==> src/rtl/i2c_fifo_events.sv <==
module i2c_fifo_events #(
  parameter int DEPTH_CODE = 1,
  parameter int LEN_W      = 16
) (
  input  logic             clk,
  input  logic             rst_n,
  input  logic [15:0]      thr_cfg,
  input  logic [LEN_W-1:0] xfer_len,
  input  logic             xfer_start,
  input  logic             xfer_xmit,
  input  logic             flush_tx,
  input  logic             flush_rx,
  input  logic             tx_push,
  input  logic [7:0]       tx_wdata,
  input  logic             tx_pop,
  output logic [7:0]       tx_rdata,
  input  logic             rx_push,
  input  logic [7:0]       rx_wdata,
  input  logic             rx_pop,
  output logic [7:0]       rx_rdata,
  output logic             tx_rdy_evt,
  output logic             tx_drn_evt,
  output logic             rx_rdy_evt,
  output logic             rx_drn_evt,
  output logic [2:0]       depth_code,
  output logic             err_sticky
);
  localparam int DEPTH = 8 << DEPTH_CODE;
  localparam int AW    = $clog2(DEPTH);
  localparam int LW    = AW + 1;

  logic [7:0]       tx_mem [DEPTH];
  logic [7:0]       rx_mem [DEPTH];
  logic [AW-1:0]    tx_wp, tx_rp, rx_wp, rx_rp;
  logic [LW-1:0]    tx_lvl, rx_lvl;
  logic [LEN_W-1:0] remain;
  logic             dir_tx;
  logic [3:0]       cond, cond_q;

  logic tx_full, tx_empty, rx_full, rx_empty;
  logic tx_we, tx_re, rx_we, rx_re;
  logic [LEN_W-1:0] tx_thr, rx_thr, tx_lx, rx_lx, need;
  logic cfg_unused;

  assign cfg_unused = ^{thr_cfg[15:14], thr_cfg[7:6]};

  assign tx_full  = (tx_lvl == LW'(DEPTH));
  assign tx_empty = (tx_lvl == '0);
  assign rx_full  = (rx_lvl == LW'(DEPTH));
  assign rx_empty = (rx_lvl == '0);

  assign tx_we = tx_push & ~tx_full  & ~flush_tx;
  assign tx_re = tx_pop  & ~tx_empty & ~flush_tx;
  assign rx_we = rx_push & ~rx_full  & ~flush_rx;
  assign rx_re = rx_pop  & ~rx_empty & ~flush_rx;

  assign tx_thr = LEN_W'(thr_cfg[5:0])  + LEN_W'(1);
  assign rx_thr = LEN_W'(thr_cfg[13:8]) + LEN_W'(1);
  assign tx_lx  = LEN_W'(tx_lvl);
  assign rx_lx  = LEN_W'(rx_lvl);
  assign need   = (remain > tx_lx) ? remain - tx_lx : '0;

  assign cond[3] = dir_tx  & (tx_lx < tx_thr) & (need >= tx_thr);
  assign cond[2] = dir_tx  & (tx_lx < tx_thr) & (need != '0) & (need < tx_thr);
  assign cond[1] = ~dir_tx & (rx_lx >= rx_thr);
  assign cond[0] = ~dir_tx & (remain == '0) & (rx_lx != '0) & (rx_lx < rx_thr);

  assign {tx_rdy_evt, tx_drn_evt, rx_rdy_evt, rx_drn_evt} = cond & ~cond_q;

  assign tx_rdata   = tx_mem[tx_rp];
  assign rx_rdata   = rx_mem[rx_rp];
  assign depth_code = 3'(DEPTH_CODE);

  always_ff @(posedge clk) begin
    if (tx_we) tx_mem[tx_wp] <= tx_wdata;
    if (rx_we) rx_mem[rx_wp] <= rx_wdata;
  end

  always_ff @(posedge clk) begin
    if (!rst_n) begin
      tx_wp <= '0; tx_rp <= '0; tx_lvl <= '0;
      rx_wp <= '0; rx_rp <= '0; rx_lvl <= '0;
      remain <= '0; dir_tx <= 1'b0; cond_q <= '0; err_sticky <= 1'b0;
    end else begin
      cond_q <= cond;
      err_sticky <= err_sticky | (tx_push & tx_full & ~flush_tx)
                                | (rx_pop & rx_empty & ~flush_rx);
      if (flush_tx) begin
        tx_wp <= '0; tx_rp <= '0; tx_lvl <= '0;
      end else begin
        if (tx_we) tx_wp <= tx_wp + AW'(1);
        if (tx_re) tx_rp <= tx_rp + AW'(1);
        tx_lvl <= tx_lvl + LW'(tx_we) - LW'(tx_re);
      end
      if (flush_rx) begin
        rx_wp <= '0; rx_rp <= '0; rx_lvl <= '0;
      end else begin
        if (rx_we) rx_wp <= rx_wp + AW'(1);
        if (rx_re) rx_rp <= rx_rp + AW'(1);
        rx_lvl <= rx_lvl + LW'(rx_we) - LW'(rx_re);
      end
      if (xfer_start && xfer_len != '0) begin
        remain <= xfer_len;
        dir_tx <= xfer_xmit;
      end else if ((tx_re || rx_we) && remain != '0) begin
        remain <= remain - LEN_W'(1);
      end
    end
  end
endmodule

==> config.mk <==
export PLATFORM = sky130hd
export DESIGN_NAME = i2c_fifo_events
export DESIGN_NICKNAME = d
export VERILOG_FILES = /design/src/rtl/i2c_fifo_events.sv
export SDC_FILE = /design/constraint.sdc
export NUM_CORES = 1
export LEC_CHECK = 0
export BUFFER_PORTS_ARGS = -buffer_cell sky130_fd_sc_hd__buf_2
export CAP_MARGIN = 10
export CORE_ASPECT_RATIO = 0.75
export CORE_MARGIN = 4
export CORE_UTILIZATION = 35
export CTS_CLUSTER_SIZE = 10
export DETAILED_ROUTE_END_ITERATION = 6
export GPL_ROUTABILITY_DRIVEN = 0
export PLACE_DENSITY = 0.47
export SYNTH_ARGS = -nofsm -noshare
export SYNTH_HDL_FRONTEND = slang
export SYNTH_SLANG_ARGS = --single-unit
==> constraint.sdc <==
create_clock -name clk -period 10.3 [get_ports clk]
set_clock_uncertainty 0.15 [all_clocks]
set_input_delay 1.03 -clock clk [delete_from_list [all_inputs] [get_ports clk]]
set_output_delay 1.03 -clock clk [all_outputs]
set_load 0.005 [all_outputs]
==> results of run 1 <==
## cell usage after synthesis (4+ instances only)
cell type,instances
nand2_1,26
nor2_1,81
dfxtp_1,56
nor4_1,8
a211oi_1,6
xnor2_1,22
buf_4,4
nor3_1,21
nor2b_1,4
xor2_1,24
o21a_1,6
clkbuf_1,19
a21o_1,5
or2_2,6
o21ai_0,24
ha_1,46
nand3_1,10
nand2b_1,13
mux2i_1,6
a21oi_1,21
nand4_1,8
buf_1,10
or4_1,5
edfxtp_1,256
mux4_2,80
inv_1,40
## flip-flops by register name, indices dropped and copies added, names as in the netlist, named ones only
name and flops:
rx_mem 128, tx_mem 128, remain 16, rx_lvl 5
tx_lvl 5, cond_q 4, rx_rp 4, rx_wp 4
tx_rp 4, tx_wp 4, dir_tx 1, err_sticky 1
## layout make-up
| class | instances | area, um2 |
|---|---|---|
| multi-input combinational | 470 | 4480 |
| clock inverter | 6 | 77.6 |
| clock buffer | 59 | 1050 |
| tap | 512 | 641 |
| inverter | 40 | 150 |
| fill | 3496 | 22600 |
| sequential | 312 | 8810 |
| timing repair buffer | 86 | 460 |
## path summary, 6_finish.rpt
kind                         start  cells past startpoint                    end
max           tx_lvl[1]$_SDFF_PP0_                     14             tx_rdy_evt
min          err_sticky$_SDFF_PN0_                      1  err_sticky$_SDFF_PN0_
min reg2reg  err_sticky$_SDFF_PN0_                      1  err_sticky$_SDFF_PN0_
max reg2reg   tx_lvl[1]$_SDFF_PP0_                     13   cond_q[3]$_SDFF_PN0_
## critical path, cell delays in order, from the launching register on
cell	delay, ps
dfxtp_1	480
inv_1	160
fa_1	500
a21oi_1	300
o21ai_0	190
a2111oi_4	600
inv_1	110
and2_1	170
ha_1	290
nand3_1	90
o21a_1	190
o21ai_0	320
o21ai_0	200
a211oi_1	290
buf_2	160
## layer usage
metal / part of all wire (%) / global-route usage (%)
met5: 0.067 / 0
met3: 4.3 / 2.98
met2: 43 / 21.4
met1: 51 / 21.4
met4: 1.8 / 3.62
## through the flow
step                      total power [mW]  hold slack [ps]  cells  util [%]  area (um2)
after global placement                1.73              298   1420      38.0       14500
after detailed placement              1.73              305   1420      38.0       14500
after floorplan                       1.63              314    856         -       13600
after global routing                  3.04              331   1485      41.0       15700
final                                 2.91              313   1485      41.0       15700
after CTS                             2.96              320   1485      41.0       15700
## where the power goes
part | leakage [nW] | total, mW | switching (mW) | internal, mW
clock | 0.540 | 1.22 | 0.513 | 0.705
combinational | 1.91 | 0.297 | 0.168 | 0.129
sequential | 2.76 | 1.40 | 0.0171 | 1.38
total | 5.22 | 2.91 | 0.698 | 2.22
## logic make-up (layout without fill, tap and decap cells)
kind of cell	count (synthesis)	count (layout)	share of synthesized area (%)
AOI/OAI and AO/OA	81	81	3.86
xor gates and xnor gates	46	46	2.97
adders and majority gates	49	49	4.69
buffers and inverters	74	191	2.21
DFF	312	312	64.9
muxes	87	87	13.8
other	2	3	0.0554
and+or+nand+nor	204	204	7.46
==> flow_summary.json, run 1 <==
{
  "die_w_um": 235,
  "first_pass_iters": 4,
  "syn_to_final_growth_pct": 15.5,
  "post-place-ws_ps": 5180,
  "most-common-layout-cells": "edfxtp_1 (256), nor2_1 (81), mux4_2 (80), buf_2 (74), dfxtp_1 (54)",
  "path_class": "reg -> out",
  "io_pins": 82,
  "synth_top_cell_by_area": "edfxtp_1",
  "cts-root-buf": "clkbuf_16",
  "fp.coreArea_um2": 38200,
  "post-dp-hpwl_um": 19700,
  "slew_headroom_pct": 25.7,
  "totalWireLength_um": 29900,
  "rsz0062_at_grt": "false",
  "fin_crit_ps": 5740,
  "hp-class": "reg -> reg",
  "drc": 0,
  "ir_worst_vdd_v": 0.0000930,
  "power.density_nw_per_um2": 186,
  "grt_max_degree": 33,
  "cts_resized": 0,
  "synth_top_area_share_pct": 56.7,
  "final_antenna_net_count": 0,
  "die-area_um2": 42000,
  "power.leakage_nw": 5.22,
  "clock.fmax_ghz": 0.174,
  "post_cts_buffers": 0,
  "postSynthAreaPerCell_um2": 15.9,
  "r2r_slack_ps": 6260,
  "hold_viol": 0,
  "worstPathMaxFanout": 8,
  "mostFrequentLayoutCell": "edfxtp_1",
  "drive_gt1_share_pct": 23.5,
  "wl_per_cell_um": 20.1,
  "fp-row-count": 62,
  "synthArstFlopShare_pct": 0,
  "clk_pin_slew_ps": 50,
  "outcome": "complete, no violations",
  "syn_area_um2": 13600,
  "end_kind": "output pin",
  "grt_pass1_vias": 7757,
  "synth_cell_types": 51,
  "grt_overflow_total": 0,
  "synth_ff_type": "edfxtp_1",
  "ys_warn_count": 0,
  "tritoncts": "yes",
  "setup_viol": 0,
  "cp.arrival_ps": 4560,
  "floorplan.initialDensity_pct": 35.5,
  "num_vias": 7325,
  "htreeDepth": 2,
  "die_y_um": 178,
  "yosysSeqAreaShare_pct": 64.9,
  "maxSlewViolCount": 0,
  "cts_sinks": 312,
  "clk_path_buf_depth": 3,
  "port_buffers": 74,
  "worst_slew_pin_slew_ps": 1110,
  "synth_cells": 855,
  "synth_area_leaders": "edfxtp_1 (57%), mux4_2 (13%), dfxtp_1 (8.3%)",
  "grt_antenna_before_repair": 1,
  "setup-tns-final_ps": 0,
  "start_kind": "flop",
  "ys_ff_latch": 312,
  "grt_use_total_pct": 14.3,
  "drt_iter0_markers": 400,
  "setup_ws_ps": 4560,
  "clk_latency_ps": 520,
  "period_share_pct": 55.7,
  "grt_pass1_wl_um": 46200,
  "hold_buffers": 0,
  "num_antenna_cells": 0,
  "drv_cap": 0,
  "viasPerCell": 4.93,
  "cp.required_ps": 9120,
  "nets": 1055,
  "numCtsBuffers": 38,
  "synth_edf_count": 256
}
Power figures use the tool's default switching activity.
==> run 2, diff against run 1 <==
--- a/config.mk
+++ b/config.mk
@@ -13,7 +13,7 @@
 export CTS_CLUSTER_SIZE = 10
 export DETAILED_ROUTE_END_ITERATION = 6
 export GPL_ROUTABILITY_DRIVEN = 0
-export PLACE_DENSITY = 0.47
+export PLACE_DENSITY = 0.49
 export SYNTH_ARGS = -nofsm -noshare
 export SYNTH_HDL_FRONTEND = slang
 export SYNTH_SLANG_ARGS = --single-unit
==> constraint.sdc (replaced) <==
create_clock -name clk -period 4.7 [get_ports clk]
set_clock_uncertainty 0.15 [all_clocks]
set_input_delay 0.47 -clock clk [delete_from_list [all_inputs] [get_ports clk]]
set_output_delay 0.47 -clock clk [all_outputs]
set_load 0.005 [all_outputs]
==> run 2 against run 1 <==
Net effect:
- first-iteration DRC count increased by 11%
- utilization rose by 0.33 points
- die area did not move
- combinational power is 140% higher
- clock power grew 110%
- highest routed layer unchanged
==> flow_summary.json, run 2 (synthesis gave the netlist of run 1 again) <==
{
  "num_antenna_cells": 0,
  "viasPerCell": 5.06,
  "rsz0062_at_grt": "false",
  "wl_per_cell_um": 20.0,
  "hold_depth": 3,
  "syn_to_final_growth_pct": 16.4,
  "hp-class": "in -> reg",
  "power.leakage_nw": 5.29,
  "grt_antenna_before_repair": 2,
  "r2r_slack_ps": 400,
  "final_cell_area_um2": 15800,
  "setup_viol": 0,
  "first_pass_iters": 6,
  "most-common-layout-cells": "edfxtp_1 (256), nor2_1 (81), mux4_2 (80), buf_2 (74), dfxtp_1 (50)",
  "post-place-ws_ps": 378,
  "path_class": "reg -> out",
  "cp.arrival_ps": 3790,
  "grt_max_degree": 33,
  "num_vias": 7538,
  "hold_viol": 0,
  "grt_pass1_vias": 7860,
  "setup-tns-final_ps": 0,
  "period_share_pct": 93.9,
  "cp.required_ps": 4080,
  "r2r-end": "cond_q[3]$_SDFF_PN0_",
  "grt_use_total_pct": 14.3,
  "clock.fmax_ghz": 0.227,
  "drv_cap": 0,
  "grt_pass1_wl_um": 46400,
  "die_w_um": 235,
  "tritoncts": "yes",
  "slew_headroom_pct": 20.6,
  "drive_gt1_share_pct": 26.2,
  "start_kind": "flop",
  "maxSlewViolCount": 0,
  "final_antenna_net_count": 0,
  "crit_start": "remain[7]$_SDFFE_PN0P_",
  "cts-root-buf": "clkbuf_16",
  "floorplan.initialDensity_pct": 35.5,
  "post-dp-hpwl_um": 19600,
  "end_kind": "output pin",
  "reg_top3": "rx_mem x128, tx_mem x128, remain x16",
  "htreeDepth": 2,
  "setup_ws_ps": 286,
  "port_buffers": 74,
  "mostFrequentLayoutCell": "edfxtp_1",
  "drc": 0,
  "fill_cells": 3496,
  "holdPathEnd": "remain[13]$_SDFFE_PN0P_",
  "outcome": "complete, no violations",
  "hold_start": "xfer_len[13]",
  "totalWireLength_um": 29800,
  "io_pins": 82,
  "grt_overflow_total": 0,
  "reg2reg_depth": 20,
  "place_area_um2": 14600,
  "fp.coreArea_um2": 38200,
  "die_y_um": 178,
  "worstPathMaxFanout": 7,
  "clk_pin_slew_ps": 60,
  "fp-row-count": 62,
  "power.density_nw_per_um2": 404,
  "clk_latency_ps": 520,
  "die-area_um2": 42000,
  "worst_slew_pin_slew_ps": 1190,
  "ir_worst_vdd_v": 0.000192,
  "hold_buffers": 0,
  "post-route-util_pct": 41.3,
  "clk_path_buf_depth": 3,
  "fin_crit_ps": 4410,
  "numCtsBuffers": 38,
  "nets": 1071,
  "cts_sinks": 312,
  "drt_iter0_markers": 445,
  "worstReg2RegStart": "remain[7]$_SDFFE_PN0P_"
}
-- run 2: changes by cell type in the layout (fill, tap and decap cells not counted), sizes merged --
cell,delta
buf,+16
clkbuf,-11
clkinv,-2
inv,+2
-- run 2: where the power goes --
| part | internal [mW] | switching (mW) |
|---|---|---|
| combinational | 0.323 | 0.384 |
| sequential | 3.03 | 0.0415 |
| clock | 1.52 | 1.08 |
| total | 4.87 | 1.50 |
-- run 2: area by class of cell --
| cell class | count | area [um2] | area share [%] |
|---|---|---|---|
| inverters | 40 | 150 | 0.951 |
| multi-input cells | 470 | 4540 | 28.7 |
| well taps | 512 | 641 | 4.06 |
| repair buffers | 102 | 581 | 3.68 |
| clock inverters | 6 | 48.8 | 0.309 |
| clock buffers | 48 | 1020 | 6.46 |
| flip-flops and latches | 312 | 8820 | 55.8 |
-- run 2: worst max-delay path by stage --
| stage | to | slack, ps | cells after the start |
|---|---|---|---|
| floorplan | tx_rdy_evt | 830 | 13 |
| global placement | tx_rdy_evt | 390 | 15 |
| detailed placement | tx_rdy_evt | 380 | 15 |
| CTS | tx_rdy_evt | 20 | 13 |
| global route | tx_rdy_evt | 50 | 17 |
| finish | tx_rdy_evt | 290 | 13 |
-- run 2: routing by layer --
metal | part of all wire [%] | GRT usage, %
met4 | 1.8 | 3.72
met1 | 51 | 22.0
met5 | 0.067 | 0
met2 | 42 | 20.5
met3 | 5.2 | 3.14
-- run 2: metrics by stage --
stage / std cells / power, mW / hold slack [ps]
floorplan: 856 / 3.58 / 314
global placement: 1425 / 3.79 / 299
detailed placement: 1425 / 3.79 / 309
CTS: 1490 / 6.45 / 3.89
global route: 1490 / 6.68 / 23.2
finish: 1490 / 6.37 / 28.9
-- run 2: critical path, cell delays in order, from the launching register on --
cell,delay (ps)
dfxtp_1,400
or4_4,540
or2_2,350
a2111oi_4,360
buf_4,190
nor2_1,50
ha_1,290
a21o_1,170
a21oi_2,150
o21a_1,160
o21ai_2,80
o21ai_0,280
a211oi_2,90
buf_2,160
-- run 2: what timing repair did --
action,CTS,global route
resized for setup,5,14
buffers inserted,11,0
setup endpoints to repair,2,3
endpoints found under the hold margin,0,0
pin swaps,3,3
==> run 3, diff against run 2 <==
--- a/config.mk
+++ b/config.mk
@@ -13,7 +13,7 @@
 export CTS_CLUSTER_SIZE = 10
 export DETAILED_ROUTE_END_ITERATION = 6
 export GPL_ROUTABILITY_DRIVEN = 0
-export PLACE_DENSITY = 0.49
+export PLACE_DENSITY = 0.47
 export SYNTH_ARGS = -nofsm -noshare
 export SYNTH_HDL_FRONTEND = slang
 export SYNTH_SLANG_ARGS = --single-unit
==> constraint.sdc (replaced) <==
create_clock -name clk -period 4.78 [get_ports clk]
set_clock_uncertainty 0.15 [all_clocks]
set_input_delay 0.478 -clock clk [delete_from_list [all_inputs] [get_ports clk]]
set_output_delay 0.478 -clock clk [all_outputs]
set_load 0.005 [all_outputs]
==> run 3 against run 2 <==
Net effect:
- hold slack improved by 4.1 ps
- combinational power down 6.8%
- global-route usage rose by 0.34 points
- power is 0.73% lower
- largest cell class unchanged
- largest power group unchanged
==> flow_summary.json, run 3 (synthesis gave the netlist of run 1 again) <==
{
  "grt_overflow_total": 0,
  "drive_gt1_share_pct": 25.2,
  "ir_worst_vdd_v": 0.000208,
  "critPathBufInv": 2,
  "cpMaxStageDelayCell": "or4_4",
  "worstPathMaxFanout": 11,
  "outcome": "complete, no violations",
  "clk_latency_ps": 530,
  "clock.fmax_ghz": 0.221,
  "power.leakage_nw": 5.29,
  "post-dp-hpwl_um": 20500,
  "multi_input_area_um2": 4500,
  "drv_cap": 0,
  "num_antenna_cells": 0,
  "power.density_nw_per_um2": 400,
  "maxSlewViolCount": 0,
  "htreeDepth": 2,
  "hp-class": "in -> reg",
  "reg_top3": "rx_mem x128, tx_mem x128, remain x16",
  "drt_iter0_markers": 520,
  "die_y_um": 178,
  "die-area_um2": 42000,
  "grt_use_total_pct": 14.6,
  "floorplan.initialDensity_pct": 35.5,
  "grt_pass1_wl_um": 47300,
  "post-route-util_pct": 41.3,
  "cts-root-buf": "clkbuf_16",
  "wl_per_cell_um": 20.5,
  "grt_antenna_before_repair": 2,
  "ff_latch_area_um2": 8810,
  "fill_cells": 3482,
  "cp_top_family": "compound AO/OA/AOI/OAI gates",
  "end_kind": "output pin",
  "grt_max_degree": 33,
  "fin_crit_ps": 4520,
  "cp.required_ps": 4150,
  "num_vias": 7479,
  "clk_pin_slew_ps": 50,
  "viasPerCell": 5.00,
  "cp.arrival_ps": 3890,
  "path_class": "reg -> out",
  "rsz0062_at_grt": "false",
  "cts_sinks": 312,
  "most-common-layout-cells": "edfxtp_1 (256), nor2_1 (81), mux4_2 (80), buf_2 (74), dfxtp_1 (52)",
  "clk_path_buf_depth": 3,
  "fp.coreArea_um2": 38200,
  "crit_path_cell_trace": "or4_4 -> or2_2 -> a2111oi_4 -> buf_4 -> nor2_1 -> ha_1 -> a21o_1 -> a21oi_2 -> o21a_1 -> o21ai_1 -> a2111oi_2 -> a211oi_1 -> buf_2",
  "tritoncts": "yes",
  "syn_to_final_growth_pct": 16.5,
  "numCtsBuffers": 38,
  "setup-tns-final_ps": 0,
  "totalWireLength_um": 30600,
  "drc": 0,
  "period_share_pct": 94.5,
  "slowest_delay_ps": 600,
  "die_w_um": 235,
  "hold_viol": 0,
  "setup_viol": 0,
  "slew_headroom_pct": 25.6,
  "start_kind": "flop",
  "io_pins": 82,
  "final_antenna_net_count": 0,
  "nets": 1067,
  "port_buffers": 74,
  "grt_pass1_vias": 7803,
  "first_pass_iters": 4,
  "worst_slew_pin_slew_ps": 1110,
  "fp-row-count": 62,
  "mostFrequentLayoutCell": "edfxtp_1"
}
run 3: cell types whose count changed in the layout (fill, tap and decap cells not counted), moves of 2 or more:
| cell | change |
|---|---|
| buf_4 | -7 |
| dfxtp_1 | +2 |
| inv_6 | -2 |
| ha_1 | +2 |
| clkbuf_8 | +3 |
| dlygate4sd3_1 | +2 |
| clkbuf_1 | +8 |
run 3: where the power goes:
| group | total (mW) | switching, mW | internal, mW |
|---|---|---|---|
| sequential | 3.02 | 0.0434 | 2.98 |
| combinational | 0.659 | 0.365 | 0.294 |
| clock | 2.65 | 1.10 | 1.55 |
| total | 6.33 | 1.51 | 4.82 |
run 3: worst reg2reg max path: cells and delay by family (launching register included):
family	cells	cell delay, ps
compound gates	7	1240
fa+ha+maj	1	290
buf+inv	2	370
flops	1	410
simple gates	3	990
run 3: metal layers:
metal / GRT usage [%] / share of wire, % / wire, um / up-vias
li1: - / - / - / 3509
met1: 22.6 / 51 / 15700 / 3772
met2: 21.3 / 42 / 12900 / 146
met3: 3.03 / 4.8 / 1460 / 48
met4: 3.45 / 1.6 / 480 / 4
met5: 0 / 0.069 / 21 / -
run 3: area by class of cell:
| class | instances | area share, % |
|---|---|---|
| clock buffers | 58 | 6.74 |
| clock inverters | 6 | 0.459 |
| inverters | 40 | 0.950 |
| multi-input cells | 470 | 28.5 |
| flip-flops and latches | 312 | 55.8 |
| well taps | 512 | 4.05 |
| repair buffers | 98 | 3.54 |
run 3: path summary, 6_finish.rpt:
check                                  to  slack, ps  cells past startpoint                   start
hold / removal    remain[13]$_SDFFE_PN0P_         30                      3            xfer_len[13]
setup reg to reg     cond_q[3]$_SDFF_PN0_       1200                     13  remain[5]$_SDFFE_PN0P_
hold reg to reg     err_sticky$_SDFF_PN0_        340                      1   err_sticky$_SDFF_PN0_
setup / recovery               tx_rdy_evt        260                     13  remain[5]$_SDFFE_PN0P_
run 3: stage by stage:
| step | instances | hold slack, ps | area (um2) | worst slack [ps] | power [mW] |
|---|---|---|---|---|---|
| CTS | 1496 | 1.66 | 15800 | 9.16 | 6.43 |
| finish | 1496 | 33.0 | 15800 | 263 | 6.33 |
| global placement | 1426 | 303 | 14600 | 436 | 3.73 |
| floorplan | 856 | 314 | 13600 | 907 | 3.52 |
| detailed placement | 1427 | 324 | 14600 | 426 | 3.73 |
| global route | 1496 | 12.9 | 15800 | 1.76 | 6.64 |
run 3: repair_timing:
| item | 4_1_cts | 5_1_grt |
|---|---|---|
| setup buffers | 3 | 0 |
| setup endpoints to repair | 2 | 2 |
| hold endpoints to repair | 2 | 0 |
| gates resized for setup | 4 | 7 |
| hold buffers | 2 | 0 |
| pin swaps | 3 | 2 |
| gates cloned | 0 | 0 |
